==> src/rtl/lcd_bringup_seq.sv <==
module lcd_bringup_seq #(
  parameter int CLK_PER_MS    = 100000,
  parameter int SCK_HALF      = 4,
  parameter int RST_HIGH_MS   = 100,
  parameter int RST_LOW_MS    = 20,
  parameter int RST_SETTLE_MS = 20
) (
  input  logic clk,
  input  logic rst_n,
  input  logic start,
  output logic panel_rst_n,
  output logic spi_cs_n,
  output logic spi_sck,
  output logic spi_sdo,
  output logic busy,
  output logic done,
  output logic disp_en
);
  localparam int N_ENT  = 38;
  localparam int IW     = $clog2(N_ENT);
  localparam int MAX_MS = 200;
  localparam int CW     = $clog2(MAX_MS * CLK_PER_MS + 1);
  localparam int DW     = $clog2(SCK_HALF + 1);

  typedef enum logic [2:0] {S_RHI, S_RLO, S_RSET, S_FRAME, S_GAP, S_DELAY, S_DONE} st_t;

  st_t            state;
  logic [CW-1:0]  cnt;
  logic [IW-1:0]  idx;
  logic           second;
  logic [23:0]    sh;
  logic [4:0]     bits;
  logic [DW-1:0]  div;

  function automatic logic [31:0] entry(input logic [IW-1:0] i);
    case (i)
      6'd0:  entry = {8'h07, 16'h0000, 8'd0};
      6'd1:  entry = {8'h13, 16'h0000, 8'd10};
      6'd2:  entry = {8'h11, 16'h3004, 8'd0};
      6'd3:  entry = {8'h14, 16'h200F, 8'd0};
      6'd4:  entry = {8'h10, 16'h1A20, 8'd0};
      6'd5:  entry = {8'h13, 16'h0040, 8'd50};
      6'd6:  entry = {8'h13, 16'h0060, 8'd0};
      6'd7:  entry = {8'h13, 16'h0070, 8'd200};
      6'd8:  entry = {8'h01, 16'h0127, 8'd0};
      6'd9:  entry = {8'h02, 16'h0700, 8'd0};
      6'd10: entry = {8'h03, 16'h1030, 8'd0};
      6'd11: entry = {8'h08, 16'h0208, 8'd0};
      6'd12: entry = {8'h0B, 16'h0620, 8'd0};
      6'd13: entry = {8'h0C, 16'h0110, 8'd0};
      6'd14: entry = {8'h30, 16'h0120, 8'd0};
      6'd15: entry = {8'h31, 16'h0127, 8'd0};
      6'd16: entry = {8'h32, 16'h0000, 8'd0};
      6'd17: entry = {8'h33, 16'h0503, 8'd0};
      6'd18: entry = {8'h34, 16'h0727, 8'd0};
      6'd19: entry = {8'h35, 16'h0124, 8'd0};
      6'd20: entry = {8'h36, 16'h0706, 8'd0};
      6'd21: entry = {8'h37, 16'h0701, 8'd0};
      6'd22: entry = {8'h38, 16'h0F00, 8'd0};
      6'd23: entry = {8'h39, 16'h0F00, 8'd0};
      6'd24: entry = {8'h40, 16'h0000, 8'd0};
      6'd25: entry = {8'h41, 16'h0000, 8'd0};
      6'd26: entry = {8'h42, 16'h013F, 8'd0};
      6'd27: entry = {8'h43, 16'h0000, 8'd0};
      6'd28: entry = {8'h44, 16'h013F, 8'd0};
      6'd29: entry = {8'h45, 16'h0000, 8'd0};
      6'd30: entry = {8'h46, 16'hEF00, 8'd0};
      6'd31: entry = {8'h47, 16'h013F, 8'd0};
      6'd32: entry = {8'h48, 16'h0000, 8'd0};
      6'd33: entry = {8'h07, 16'h0015, 8'd30};
      6'd34: entry = {8'h07, 16'h0017, 8'd0};
      6'd35: entry = {8'h20, 16'h0000, 8'd0};
      6'd36: entry = {8'h21, 16'h0000, 8'd0};
      6'd37: entry = {8'h22, 16'h0000, 8'd0};
      default: entry = 32'h0;
    endcase
  endfunction

  function automatic logic [CW-1:0] ms_cycles(input int ms);
    return CW'(ms * CLK_PER_MS - 1);
  endfunction

  logic [31:0]   cur, nxt;
  logic [IW-1:0] idx_nx;
  logic          last;

  assign idx_nx = idx + 1'b1;
  assign cur    = entry(idx);
  assign nxt    = entry(idx_nx);
  assign last   = (idx == IW'(N_ENT - 1));

  always_ff @(posedge clk or negedge rst_n) begin
    if (!rst_n) begin
      state   <= S_RHI;
      cnt     <= ms_cycles(RST_HIGH_MS);
      idx     <= '0;
      second  <= 1'b0;
      sh      <= '0;
      bits    <= '0;
      div     <= '0;
      spi_sck <= 1'b0;
      spi_cs_n <= 1'b1;
      disp_en <= 1'b0;
    end else begin
      case (state)
        S_RHI: begin
          if (cnt == '0) begin
            state <= S_RLO;
            cnt   <= ms_cycles(RST_LOW_MS);
          end else cnt <= cnt - 1'b1;
        end
        S_RLO: begin
          if (cnt == '0) begin
            state <= S_RSET;
            cnt   <= ms_cycles(RST_SETTLE_MS);
          end else cnt <= cnt - 1'b1;
        end
        S_RSET: begin
          if (cnt == '0) begin
            state    <= S_FRAME;
            sh       <= {8'h74, 8'h00, cur[31:24]};
            second   <= 1'b0;
            spi_cs_n <= 1'b0;
            bits     <= '0;
            div      <= '0;
          end else cnt <= cnt - 1'b1;
        end
        S_FRAME: begin
          if (div == DW'(SCK_HALF - 1)) begin
            div <= '0;
            if (!spi_sck) spi_sck <= 1'b1;
            else begin
              spi_sck <= 1'b0;
              if (bits == 5'd23) begin
                spi_cs_n <= 1'b1;
                if (second && cur[7:0] != 8'd0) begin
                  state <= S_DELAY;
                  cnt   <= ms_cycles(int'(cur[7:0]));
                end else begin
                  state <= S_GAP;
                  cnt   <= CW'(2 * SCK_HALF - 1);
                end
              end else begin
                sh   <= {sh[22:0], 1'b0};
                bits <= bits + 1'b1;
              end
            end
          end else div <= div + 1'b1;
        end
        S_GAP, S_DELAY: begin
          if (cnt != '0) cnt <= cnt - 1'b1;
          else if (state == S_GAP && !second) begin
            state    <= S_FRAME;
            sh       <= {8'h76, cur[23:8]};
            second   <= 1'b1;
            spi_cs_n <= 1'b0;
            bits     <= '0;
            div      <= '0;
          end else if (last) begin
            state   <= S_DONE;
            disp_en <= 1'b1;
          end else begin
            state    <= S_FRAME;
            idx      <= idx_nx;
            sh       <= {8'h74, 8'h00, nxt[31:24]};
            second   <= 1'b0;
            spi_cs_n <= 1'b0;
            bits     <= '0;
            div      <= '0;
          end
        end
        default: begin
          if (start) begin
            state   <= S_RHI;
            cnt     <= ms_cycles(RST_HIGH_MS);
            idx     <= '0;
            disp_en <= 1'b0;
          end
        end
      endcase
    end
  end

  assign panel_rst_n = (state != S_RLO);
  assign spi_sdo     = !spi_cs_n && sh[23];
  assign busy        = (state != S_DONE);
  assign done        = (state == S_DONE);
endmodule

==> config.mk <==
export PLATFORM = sky130hd
export DESIGN_NAME = lcd_bringup_seq
export DESIGN_NICKNAME = d
export VERILOG_FILES = /design/src/rtl/lcd_bringup_seq.sv
export SDC_FILE = /design/constraint.sdc
export NUM_CORES = 1
export LEC_CHECK = 0
export ABC_AREA = 1
export BUFFER_PORTS_ARGS = -buffer_cell sky130_fd_sc_hd__buf_2
export CAP_MARGIN = 20
export CORE_MARGIN = 1.5
export CORE_UTILIZATION = 59
export CTS_CLUSTER_DIAMETER = 40
export DETAILED_ROUTE_END_ITERATION = 6
export GPL_ROUTABILITY_DRIVEN = 0
export HOLD_SLACK_MARGIN = 0.05
export PLACE_DENSITY = 0.84
export RECOVER_POWER = 50
export SETUP_SLACK_MARGIN = 0.1
export SYNTH_ARGS = -nofsm -noshare
export SYNTH_HDL_FRONTEND = slang
export SYNTH_SLANG_ARGS = --single-unit
==> constraint.sdc <==
create_clock -name clk -period 4.4 [get_ports clk]
set_input_delay 0.88 -clock clk [delete_from_list [all_inputs] [get_ports clk]]
set_output_delay 0.88 -clock clk [all_outputs]
set_load 0.005 [all_outputs]
==> impl_metrics.py, run 1 <==
metrics = {
    "run_status": {
        "status": "finished with violations",
        "violations": "capacitance limit, slew limit",
    },
    "synth": {
        "ys_seq_area_frac": 0.257,
        "postSynthAreaPerCell_um2": 6.69,
        "netlist_instances": 1030,
        "synth_area_mm2": 0.00689,
        "syn_nets": 1100,
        "synth_top_flop_cell": "dfrtp_1",
        "yosys.area.top_type": "dfrtp_1",
        "synth_top_area_frac": 0.200,
        "synth_most_common_cell": "nand2_1",
        "yosys_warnings": 0,
        "ys_ff_latch": 70,
        "synth_async_sr_flop_share": 1.00,
        "synth.distinct_cells": 55,
        "synth_area_leaders": "dfrtp_1 (20%), nand2_1 (13%), ha_1 (11%)",
        "synth_edf_count": 0,
        "synth_common_cells": "nand2_1 (247), inv_1 (137), nor2_1 (103)",
    },
    "die": {
        "ioPinCount": 10,
        "initial_core_util": 0.604,
        "die_w_um": 111,
        "dieArea_mm2": 0.0123,
        "die_h_um": 111,
        "core_region_area_mm2": 0.0114,
        "num_rows": 39,
    },
    "sta": {
        "finalSetupViolCount": 0,
        "slew_headroom": -0.324,
        "skew_ns": 0.00567,
        "rsz0062_at_grt": "true",
        "fmax_mhz": 230,
        "drv_slew": 35,
        "finalHoldViolCount": 0,
        "min_period_over_period": 0.989,
        "post-route-min-period_ns": 4.35,
        "worst_pin_slew_ns": 1.99,
        "finalSetupTns_ns": 0,
    },
    "final_layout": {
        "final_cell_area_mm2": 0.00804,
        "utilization": 0.704,
        "antenna_cells": 0,
        "final_nets": 1140,
        "drive_above_1_share": 0.188,
        "area_growth_pct": 16.6,
        "fillers": 928,
        "stdcell_count": 1218,
    },
    "power": {
        "p_per_area_mw_per_mm2": 175,
        "vdd_drop_max_mv": 0.392,
        "p_leak_nw": 4.06,
        "power.total_mw": 1.40,
    },
    "place": {
        "dp_hpwl_um": 13400,
        "dp_cells": 1186,
        "placed_cell_area_mm2": 0.00734,
        "place.port_buffers": 9,
    },
    "global_routing": {
        "antenna_found_initial": 0,
        "grt_max_degree": 36,
        "grt.total_usage": 0.309,
        "grt_pass1_wl_um": 31200,
        "gr-total-overflow": 0,
        "grt_pass1_vias": 6850,
    },
    "routing": {
        "first_pass_iters": 6,
        "vias_per_cell": 5.92,
        "ant_nets": 0,
        "drt_iter0_drc": 591,
        "drc": 0,
        "post_drt_wl_per_cell_um": 15.8,
        "vias": 7214,
        "postRouteWirelength_um": 19200,
    },
    "worst_setup_path": {
        "cp_common_cell": "ha_4",
        "crit_arrival_ns": 4.59,
        "required_ns": 4.64,
        "critPathCaptureType": "register",
        "critPathLaunchType": "register",
        "crit_type": "register to register",
        "crit_fanout": 5,
        "cpPeakStageDelay_ns": 0.57,
        "crit_slowest_cell": "fa_1",
    },
    "flow_run": {
        "drv_cap": 1,
    },
    "clocking": {
        "cts_tree": "yes",
        "clock_latency_ns": 0.35,
        "cts.sinks": 70,
        "clockRootBuffer": "clkbuf_16",
        "clkTransAtPathRegs_ns": 0.06,
        "clockBufferDepth": 2,
        "numCtsBuffers": 9,
        "htree_levels": 3,
    },
    "min_path": {
        "hp-class": "register to register",
    },
}
-- stage by stage --
step                setup slack [ns]  hold WS, ns
floorplan                      0.104        0.450
global placement              0.0562        0.466
detailed placement           -0.0963        0.472
CTS                            0.102        0.492
global route                  -0.164        0.516
finish                        0.0468        0.487
-- final timing paths --
kind	startpoint	end	cells past startpoint	slack [ns]
worst max-delay path	idx[1]$_DFFE_PN0P_	cnt[24]$_DFFE_PN0P_	29	0.05
min in group asynchronous	rst_n	cnt[18]$_DFFE_PN0P_	1	1.09
worst max register to register	idx[1]$_DFFE_PN0P_	cnt[24]$_DFFE_PN0P_	29	0.05
worst min register to register	sh[11]$_DFFE_PN0P_	sh[11]$_DFFE_PN0P_	2	0.49
max in group asynchronous	rst_n	sh[7]$_DFFE_PN0P_	2	1.49
worst min-delay path	sh[11]$_DFFE_PN0P_	sh[11]$_DFFE_PN0P_	2	0.49
-- cells in the final DEF (no fill, tap or decap), types with 5 or more instances in the layout --
| master | n |
|---|---|
| nand2_1 | 223 |
| inv_1 | 127 |
| nor2_1 | 90 |
| o21ai_0 | 75 |
| nand3_1 | 72 |
| dfrtp_1 | 53 |
| a21oi_1 | 47 |
| ha_1 | 45 |
| buf_4 | 41 |
| xor2_1 | 22 |
| nand2_2 | 20 |
| inv_2 | 18 |
| nor2_4 | 16 |
| nor3_1 | 16 |
| o21ai_1 | 15 |
| dfstp_2 | 15 |
| ha_4 | 13 |
| nor2_2 | 11 |
| o22ai_1 | 11 |
| a31oi_1 | 11 |
| nand4_1 | 10 |
| clkbuf_16 | 9 |
| buf_2 | 8 |
| nand3_2 | 7 |
| nand2_4 | 6 |
| a22oi_1 | 6 |
| fa_1 | 6 |
| a21oi_2 | 5 |
-- sequential cells by signal, summed over array words and instances, names as in the netlist --
register  flops
idx           6
spi_cs_n      1
div           3
second        1
spi_sck       1
cnt          25
state         3
sh           24
bits          5
disp_en       1
-- final cells by class --
cell class                 count  area, um2  share of cell area
clock buffer                   9        225              0.0280
timing repair buffer          53        363              0.0452
inverter                     152        578              0.0719
clock inverter                 7       68.8             0.00856
multi-input combinational    784       4850               0.603
sequential                    70       1770               0.221
tap                          143        179              0.0223
-- metal layers --
metal,up-vias,wire length [um],global-route usage
met1,3326,7670,0.389
met5,-,0,0
met4,0,722,0.129
met3,87,1330,0.0585
met2,338,9490,0.520
li1,3463,-,-
-- critical path, delay by kind of cell (launching register included) --
| kind | cells | cell delay (ns) |
|---|---|---|
| adder cells (fa/ha/maj) | 6 | 1.61 |
| AO/OA/AOI/OAI | 1 | 0.05 |
| buffers and inverters | 4 | 0.24 |
| AND/OR/NAND/NOR | 18 | 1.88 |
| flip-flops | 1 | 0.44 |
-- report_power, final --
| group | switching (mW) | total, mW | internal (mW) |
|---|---|---|---|
| logic | 0.0181 | 0.0221 | 0.00402 |
| registers | 0 | 0.644 | 0.644 |
| clock network | 0.335 | 0.737 | 0.402 |
| total | 0.353 | 1.40 | 1.05 |
-- timing repair --
| item | in CTS | in global routing |
|---|---|---|
| endpoints found under the setup margin | 10 | 10 |
| pin swaps | 12 | 41 |
| buffers inserted | 5 | 11 |
| gates resized for setup | 16 | 64 |
| hold buffers | 0 | 0 |
-- cell families after synthesis --
group	Yosys count	share of synthesized area
xor gates and xnor gates	27	0.0354
buffers and inverters	176	0.101
AOI/OAI and AO/OA	200	0.167
adders and majority gates	67	0.128
other	1	0.000544
and+or+nand+nor	489	0.310
DFF	70	0.257
(Power assumes the default switching activity.)
==> run 2, diff against run 1 <==
--- a/config.mk
+++ b/config.mk
@@ -7,3 +7,2 @@
 export LEC_CHECK = 0
-export ABC_AREA = 1
 export BUFFER_PORTS_ARGS = -buffer_cell sky130_fd_sc_hd__buf_2
--- a/constraint.sdc
+++ b/constraint.sdc
@@ -3,2 +3,2 @@
 set_output_delay 0.88 -clock clk [all_outputs]
-set_load 0.005 [all_outputs]
+set_load 0.05 [all_outputs]
==> run 2 against run 1 <==
The run ends with capacitance limit, slew limit, setup timing left. Non-clock buffer count grew 40. Flip-flop and latch count is the same. Synthesized cell count shrank 18%. Hold slack lost 0.020 ns. Design area shrank 0.28%. Clock skew grew 0.010 ns. Clock-buffer cell count is the same. Die area shrank 3.6%. Critical endpoint is now cnt[22]$_DFFE_PN0P_.
==> impl_metrics.py, run 2 <==
metrics = {
    "run_status": {
        "status": "finished with violations",
        "violations": "capacitance limit, slew limit, setup timing",
    },
    "clocking": {
        "cts.sinks": 70,
        "cts_tree": "yes",
        "numCtsBuffers": 9,
        "clock_latency_ns": 0.38,
        "clkTransAtPathRegs_ns": 0.10,
        "clockBufferDepth": 2,
        "htree_levels": 3,
        "clockRootBuffer": "clkbuf_8",
    },
    "power": {
        "seq_power_share": 0.362,
        "power.total_mw": 3.13,
        "p_leak_nw": 3.51,
        "p_per_area_mw_per_mm2": 391,
        "p_int_mw": 1.69,
        "clockPowerShare": 0.168,
        "power.net_switching_mw": 1.44,
        "pwr-share-comb": 0.470,
        "p_sw_frac": 0.460,
        "vdd_drop_max_mv": 0.330,
    },
    "final_layout": {
        "drive_above_1_share": 0.228,
        "final_common_cell": "nand2_1",
        "utilization": 0.736,
        "fillers": 714,
        "largestRegisters": "cnt (25), sh (24), idx (6)",
        "seq_area_mm2": 0.00177,
        "multi_input_area_mm2": 0.00504,
        "largest_register_ffs": 25,
        "antenna_cells": 0,
        "area_growth_pct": 20.6,
        "regMostFlops": "cnt",
        "final_nets": 981,
        "final_cell_mix": "nand2_1 (88), nor2_1 (79), buf_4 (77), a21oi_1 (59), o21ai_0 (59)",
    },
    "global_routing": {
        "antenna_found_initial": 0,
        "grt_pass1_vias": 6555,
        "grt.total_usage": 0.342,
        "grt_max_degree": 46,
        "gr-total-overflow": 0,
        "grt_pass1_wl_um": 32000,
    },
    "routing": {
        "drc": 0,
        "drt_iter0_drc": 1176,
        "top_layer": "met4",
        "first_pass_iters": 7,
        "wl_met3_um": 2200,
        "postRouteWirelength_um": 21500,
        "met1Wirelength_um": 8200,
        "vias": 7445,
        "vias_per_cell": 7.05,
        "wl_met2_um": 9770,
        "post_drt_wl_per_cell_um": 20.4,
        "ant_nets": 0,
    },
    "synth": {
        "yosys.area.top_type": "dfrtp_1",
        "ys_seq_area_frac": 0.267,
        "synth_common_cells": "nand2_1 (92), nor2_1 (84), o21ai_0 (64)",
        "synth_area_mm2": 0.00664,
        "netlist_instances": 844,
        "synth_top_flop_cell": "dfrtp_1",
        "ys_ff_latch": 70,
        "synth_most_common_cell": "nand2_1",
        "synth_top_area_frac": 0.207,
        "synth.distinct_cells": 83,
        "postSynthAreaPerCell_um2": 7.87,
        "syn_nets": 914,
        "synth_async_sr_flop_share": 1.00,
        "yosys_warnings": 0,
        "synth_area_leaders": "dfrtp_1 (21%), ha_1 (11%), dfstp_2 (5.9%)",
        "synth_edf_count": 0,
    },
    "worst_setup_path": {
        "crit_slowest_cell": "fa_1",
        "cpPeakStageDelay_ns": 0.54,
        "required_ns": 4.66,
        "critPathCaptureType": "register",
        "crit_fanout": 7,
        "rr_endpoint": "cnt[22]$_DFFE_PN0P_",
        "reg2reg_depth": 17,
        "r2r-start": "idx[3]$_DFFE_PN0P_",
        "ff2ff_setup_slack_ns": -0.34,
        "crit_buf_inv": 3,
        "path_delay_family": "simple AND/OR/NAND/NOR gates",
        "critPathLaunchType": "register",
        "crit_arrival_ns": 5.00,
        "cp_cell_sequence": "or3_4, a21oi_4, nor2_4, inv_4, ha_4, inv_1, fa_1, fa_1, inv_2, ha_4, or4_4, a311oi_4, nand2b_4, or4_4, nor3_4, a211oi_1, nand3b_1",
        "crit_type": "register to register",
    },
    "flow_run": {
        "drv_cap": 1,
    },
    "min_path": {
        "worstHoldStart": "sh[19]$_DFFE_PN0P_",
        "hp-class": "register to register",
        "min_path_cells": 2,
        "worstHoldEndpoint": "sh[19]$_DFFE_PN0P_",
    },
    "die": {
        "core_region_area_mm2": 0.0109,
        "dieArea_mm2": 0.0119,
        "ioPinCount": 10,
        "initial_core_util": 0.610,
        "die_w_um": 109,
        "die_h_um": 109,
        "num_rows": 38,
    },
    "sta": {
        "finalSetupViolCount": 9,
        "worst_pin_slew_ns": 2.01,
        "fin_hold_ws_ns": 0.467,
        "setup_slack_ns": -0.336,
        "finalHoldViolCount": 0,
        "skew_ns": 0.0157,
        "rsz0062_at_grt": "true",
        "drv_slew": 35,
        "post-route-min-period_ns": 4.74,
        "fmax_mhz": 211,
        "min_period_over_period": 1.08,
        "slew_headroom": -0.342,
    },
    "place": {
        "dp_hpwl_um": 14100,
        "place.port_buffers": 9,
    },
}
run 2: changes by cell type after synthesis, sizes merged, moves of 25 or more:
| cell | before | now |
|---|---|---|
| nand2 | 249 | 92 |
| inv | 148 | 37 |
| nand3 | 80 | 29 |
| nor2 | 117 | 84 |
| o21ai | 93 | 67 |
| clkbuf | 7 | 32 |
run 2: power by group through the flow:
stage	Sequential [mW]	Combinational, mW	Clock, mW
after floorplan	1.08	1.01	0
after global placement	1.11	1.27	0
after detailed placement	1.13	1.34	0
after CTS	1.12	1.38	0.509
after global routing	1.16	1.59	0.547
final	1.13	1.47	0.526
run 2: worst max path at each step:
stage	from	end	slack (ns)	depth (start not counted)
after global routing	idx[3]$_DFFE_PN0P_	cnt[22]$_DFFE_PN0P_	-0.50	19
after global placement	idx[3]$_DFFE_PN0P_	cnt[22]$_DFFE_PN0P_	-0.21	17
after CTS	idx[5]$_DFFE_PN0P_	cnt[22]$_DFFE_PN0P_	-0.27	17
after floorplan	idx[1]$_DFFE_PN0P_	cnt[20]$_DFFE_PN1P_	-0.35	19
after detailed placement	idx[3]$_DFFE_PN0P_	cnt[22]$_DFFE_PN0P_	-0.41	17
final	idx[3]$_DFFE_PN0P_	cnt[22]$_DFFE_PN0P_	-0.34	17
run 2: cell families after synthesis:
| family | after synthesis | synth area share |
|---|---|---|
| flip-flops | 70 | 0.267 |
| buffers and inverters | 75 | 0.0428 |
| AND/OR/NAND/NOR | 332 | 0.248 |
| other | 1 | 0.000565 |
| AO/OA/AOI/OAI | 259 | 0.255 |
| adder cells (fa/ha/maj) | 68 | 0.135 |
| multiplexers | 6 | 0.00980 |
| XOR/XNOR | 33 | 0.0435 |
run 2: area by class of cell:
cell class | instances | area share
timing repair buffer | 93 | 0.0857
sequential | 70 | 0.221
tap | 140 | 0.0219
multi-input combinational | 699 | 0.629
clock inverter | 7 | 0.00765
clock buffer | 9 | 0.0155
inverter | 38 | 0.0194
run 2: repair_timing:
action	CTS	global route
resized for setup	33	32
setup endpoints to repair	10	12
pin swaps	23	17
setup buffers	8	7
hold buffers	0	0
run 2: tightest hold or removal path: cells and delay by family, from the launching register on:
kind	cells	cell delay, ns
AND/OR/NAND/NOR	2	0.10
flip-flops	1	0.34
run 2: per-layer routing:
| metal | global-route usage | up-vias |
|---|---|---|
| met5 | 0 | - |
| met4 | 0.164 | 0 |
| met2 | 0.557 | 575 |
| met3 | 0.0795 | 154 |
| li1 | - | 3236 |
| met1 | 0.427 | 3480 |
run 2: through the flow:
step,cell area (um2),worst slack (ns),TNS (ns),std cells
finish,8010,-0.336,-2.17,1056
global route,8010,-0.504,-3.75,1056
CTS,7810,-0.270,-1.70,1049
detailed placement,7370,-0.412,-2.94,1025
global placement,7370,-0.206,-1.16,1025
floorplan,6790,-0.351,-2.15,844
==> run 3, diff against run 2 <==
CORE_UTILIZATION = 60   (was 59)
PLACE_DENSITY = 0.82   (was 0.84)
clock period = 5.1 ns   (was 4.4 ns; I/O delays follow)
==> run 3 against run 2 <==
The run ends with DRC, capacitance limit, slew limit left. Clock-buffer cell count is the same. Critical endpoint unchanged. Clock skew shrank 0.0027 ns. Highest routed layer unchanged. Critical path depth grew 1. Hold slack gained 0.0085 ns.
==> impl_metrics.py, run 3 (same netlist as run 2, synthesis figures left out) <==
metrics = {
    "global_routing": {
        "grt_pass1_vias": 6394,
        "grt_max_degree": 41,
        "gr-total-overflow": 0,
        "grt.total_usage": 0.321,
        "grt_pass1_wl_um": 30200,
        "antenna_found_initial": 0,
    },
    "worst_setup_path": {
        "reg2reg_depth": 18,
        "crit_type": "register to register",
        "cpPeakStageDelay_ns": 0.58,
        "required_ns": 5.39,
        "path_delay_family": "adder cells",
        "crit_start": "idx[3]$_DFFE_PN0P_",
        "critPathLaunchType": "register",
        "ff2ff_setup_slack_ns": 0.18,
        "crit_fanout": 18,
        "cp_cell_sequence": "buf_6, nor3_1, nand2_1, ha_4, inv_1, ha_1, fa_1, ha_1, ha_1, a211oi_2, buf_4, o21ai_2, xor2_2, or4_4, nor3_4, buf_4, nand4b_1, nand3b_1",
        "r2r-start": "idx[3]$_DFFE_PN0P_",
        "crit_buf_inv": 4,
        "cp_common_cell": "ha_1",
        "crit_arrival_ns": 5.21,
        "crit_slowest_cell": "or4_4",
        "rr_endpoint": "cnt[22]$_DFFE_PN0P_",
        "critPathCaptureType": "register",
    },
    "die": {
        "dieArea_mm2": 0.0117,
        "core_region_area_mm2": 0.0108,
        "ioPinCount": 10,
        "initial_core_util": 0.615,
        "num_rows": 38,
        "die_w_um": 108,
        "die_h_um": 108,
    },
    "final_layout": {
        "final_common_cell": "nand2_1",
        "regMostFlops": "cnt",
        "largestRegisters": "cnt (25), sh (24), idx (6)",
        "drive_above_1_share": 0.151,
        "area_growth_pct": 11.6,
        "stdcell_count": 1013,
        "final_cell_mix": "nand2_1 (90), nor2_1 (81), o21ai_0 (62), a21oi_1 (59), ha_1 (54)",
        "largest_register_ffs": 25,
        "final_nets": 938,
        "antenna_cells": 0,
    },
    "routing": {
        "vias_per_cell": 6.81,
        "post_drt_wl_per_cell_um": 19.2,
        "vias": 6901,
        "ant_nets": 0,
        "drc": 1,
        "first_pass_iters": 7,
        "drt_iter0_drc": 1130,
        "postRouteWirelength_um": 19400,
    },
    "min_path": {
        "min_path_cells": 2,
        "worstHoldEndpoint": "sh[19]$_DFFE_PN0P_",
        "worstHoldStart": "sh[19]$_DFFE_PN0P_",
        "hp-class": "register to register",
    },
    "power": {
        "power.total_mw": 2.62,
        "vdd_drop_max_mv": 0.265,
        "p_per_area_mw_per_mm2": 354,
        "p_leak_nw": 3.28,
    },
    "clocking": {
        "clockRootBuffer": "clkbuf_8",
        "numCtsBuffers": 9,
        "htree_levels": 3,
        "cts.sinks": 70,
        "clockBufferDepth": 2,
        "clkTransAtPathRegs_ns": 0.10,
        "clock_latency_ns": 0.37,
        "cts_tree": "yes",
    },
    "sta": {
        "skew_ns": 0.0129,
        "drv_slew": 73,
        "slew_headroom": -0.509,
        "min_period_over_period": 0.964,
        "worst_pin_slew_ns": 2.26,
        "post-route-min-period_ns": 4.92,
        "fmax_mhz": 203,
        "rsz0062_at_grt": "false",
        "finalSetupViolCount": 0,
        "setup_slack_ns": 0.184,
        "finalHoldViolCount": 0,
        "finalSetupTns_ns": 0,
    },
    "run_status": {
        "status": "finished with violations",
        "violations": "DRC, capacitance limit, slew limit",
    },
    "place": {
        "dp_cells": 985,
        "dp_hpwl_um": 13500,
        "place_ws_ns": 0.00292,
        "place.port_buffers": 9,
    },
    "flow_run": {
        "drv_cap": 2,
    },
}
run 3: cell count changes in the layout (fill, tap and decap cells not counted), sizes merged:
cell	previous run	this run
buf	90	46
clkinvlp	3	1
inv	40	42
clkbuf	12	13
run 3: metrics by stage:
stage / hold WS [ns] / cell area, um2 / util
3_5_place_dp: 0.457 / 6980 / 0.647
2_1_floorplan: 0.431 / 6690 / -
6_report: 0.475 / 7410 / 0.687
3_3_place_gp: 0.446 / 6980 / 0.647
4_1_cts: 0.478 / 7210 / 0.668
5_1_grt: 0.508 / 7410 / 0.687
run 3: power by group:
part	internal [mW]	switching, mW	total, mW	leakage (nW)
registers	0.778	0.199	0.976	0.877
clock network	0.188	0.258	0.446	0.0943
logic	0.459	0.740	1.20	2.31
run 3: worst max path at each step:
| stage | slack [ns] | end | cells after the start |
|---|---|---|---|
| 5_1_grt | 0.02 | cnt[22]$_DFFE_PN0P_ | 18 |
| 6_report | 0.18 | cnt[22]$_DFFE_PN0P_ | 18 |
| 3_3_place_gp | 0.18 | cnt[22]$_DFFE_PN0P_ | 17 |
| 4_1_cts | 0.10 | cnt[23]$_DFFE_PN1P_ | 17 |
| 3_5_place_dp | 0.003 | cnt[23]$_DFFE_PN1P_ | 17 |
| 2_1_floorplan | 0.11 | cnt[20]$_DFFE_PN1P_ | 19 |
run 3: repair_timing:
action,in CTS,in global routing
pin swaps,2,11
endpoints found under the hold margin,0,0
hold buffers,0,0
endpoints found under the setup margin,7,8
buffers inserted,2,10
resized for setup,5,26
run 3: area by class of cell:
class,instances,area [um2]
sequential,70,1770
fill,813,3380
clock buffer,9,124
multi-input combinational,699,4780
clock inverter,7,65.1
tap,140,175
timing repair buffer,50,349
inverter,38,145
run 3: metal layers:
layer	up-vias	routed length (um)	GRT usage
met5	-	0	0
met4	0	754	0.143
met3	113	1910	0.0675
met2	473	8910	0.508
met1	3156	7830	0.421
li1	3159	-	-
run 3: tightest hold or removal path: cells and delay by family (launching register included):
kind             cells  cell delay (ns)
AND/OR/NAND/NOR      2             0.10
flip-flops           1             0.35
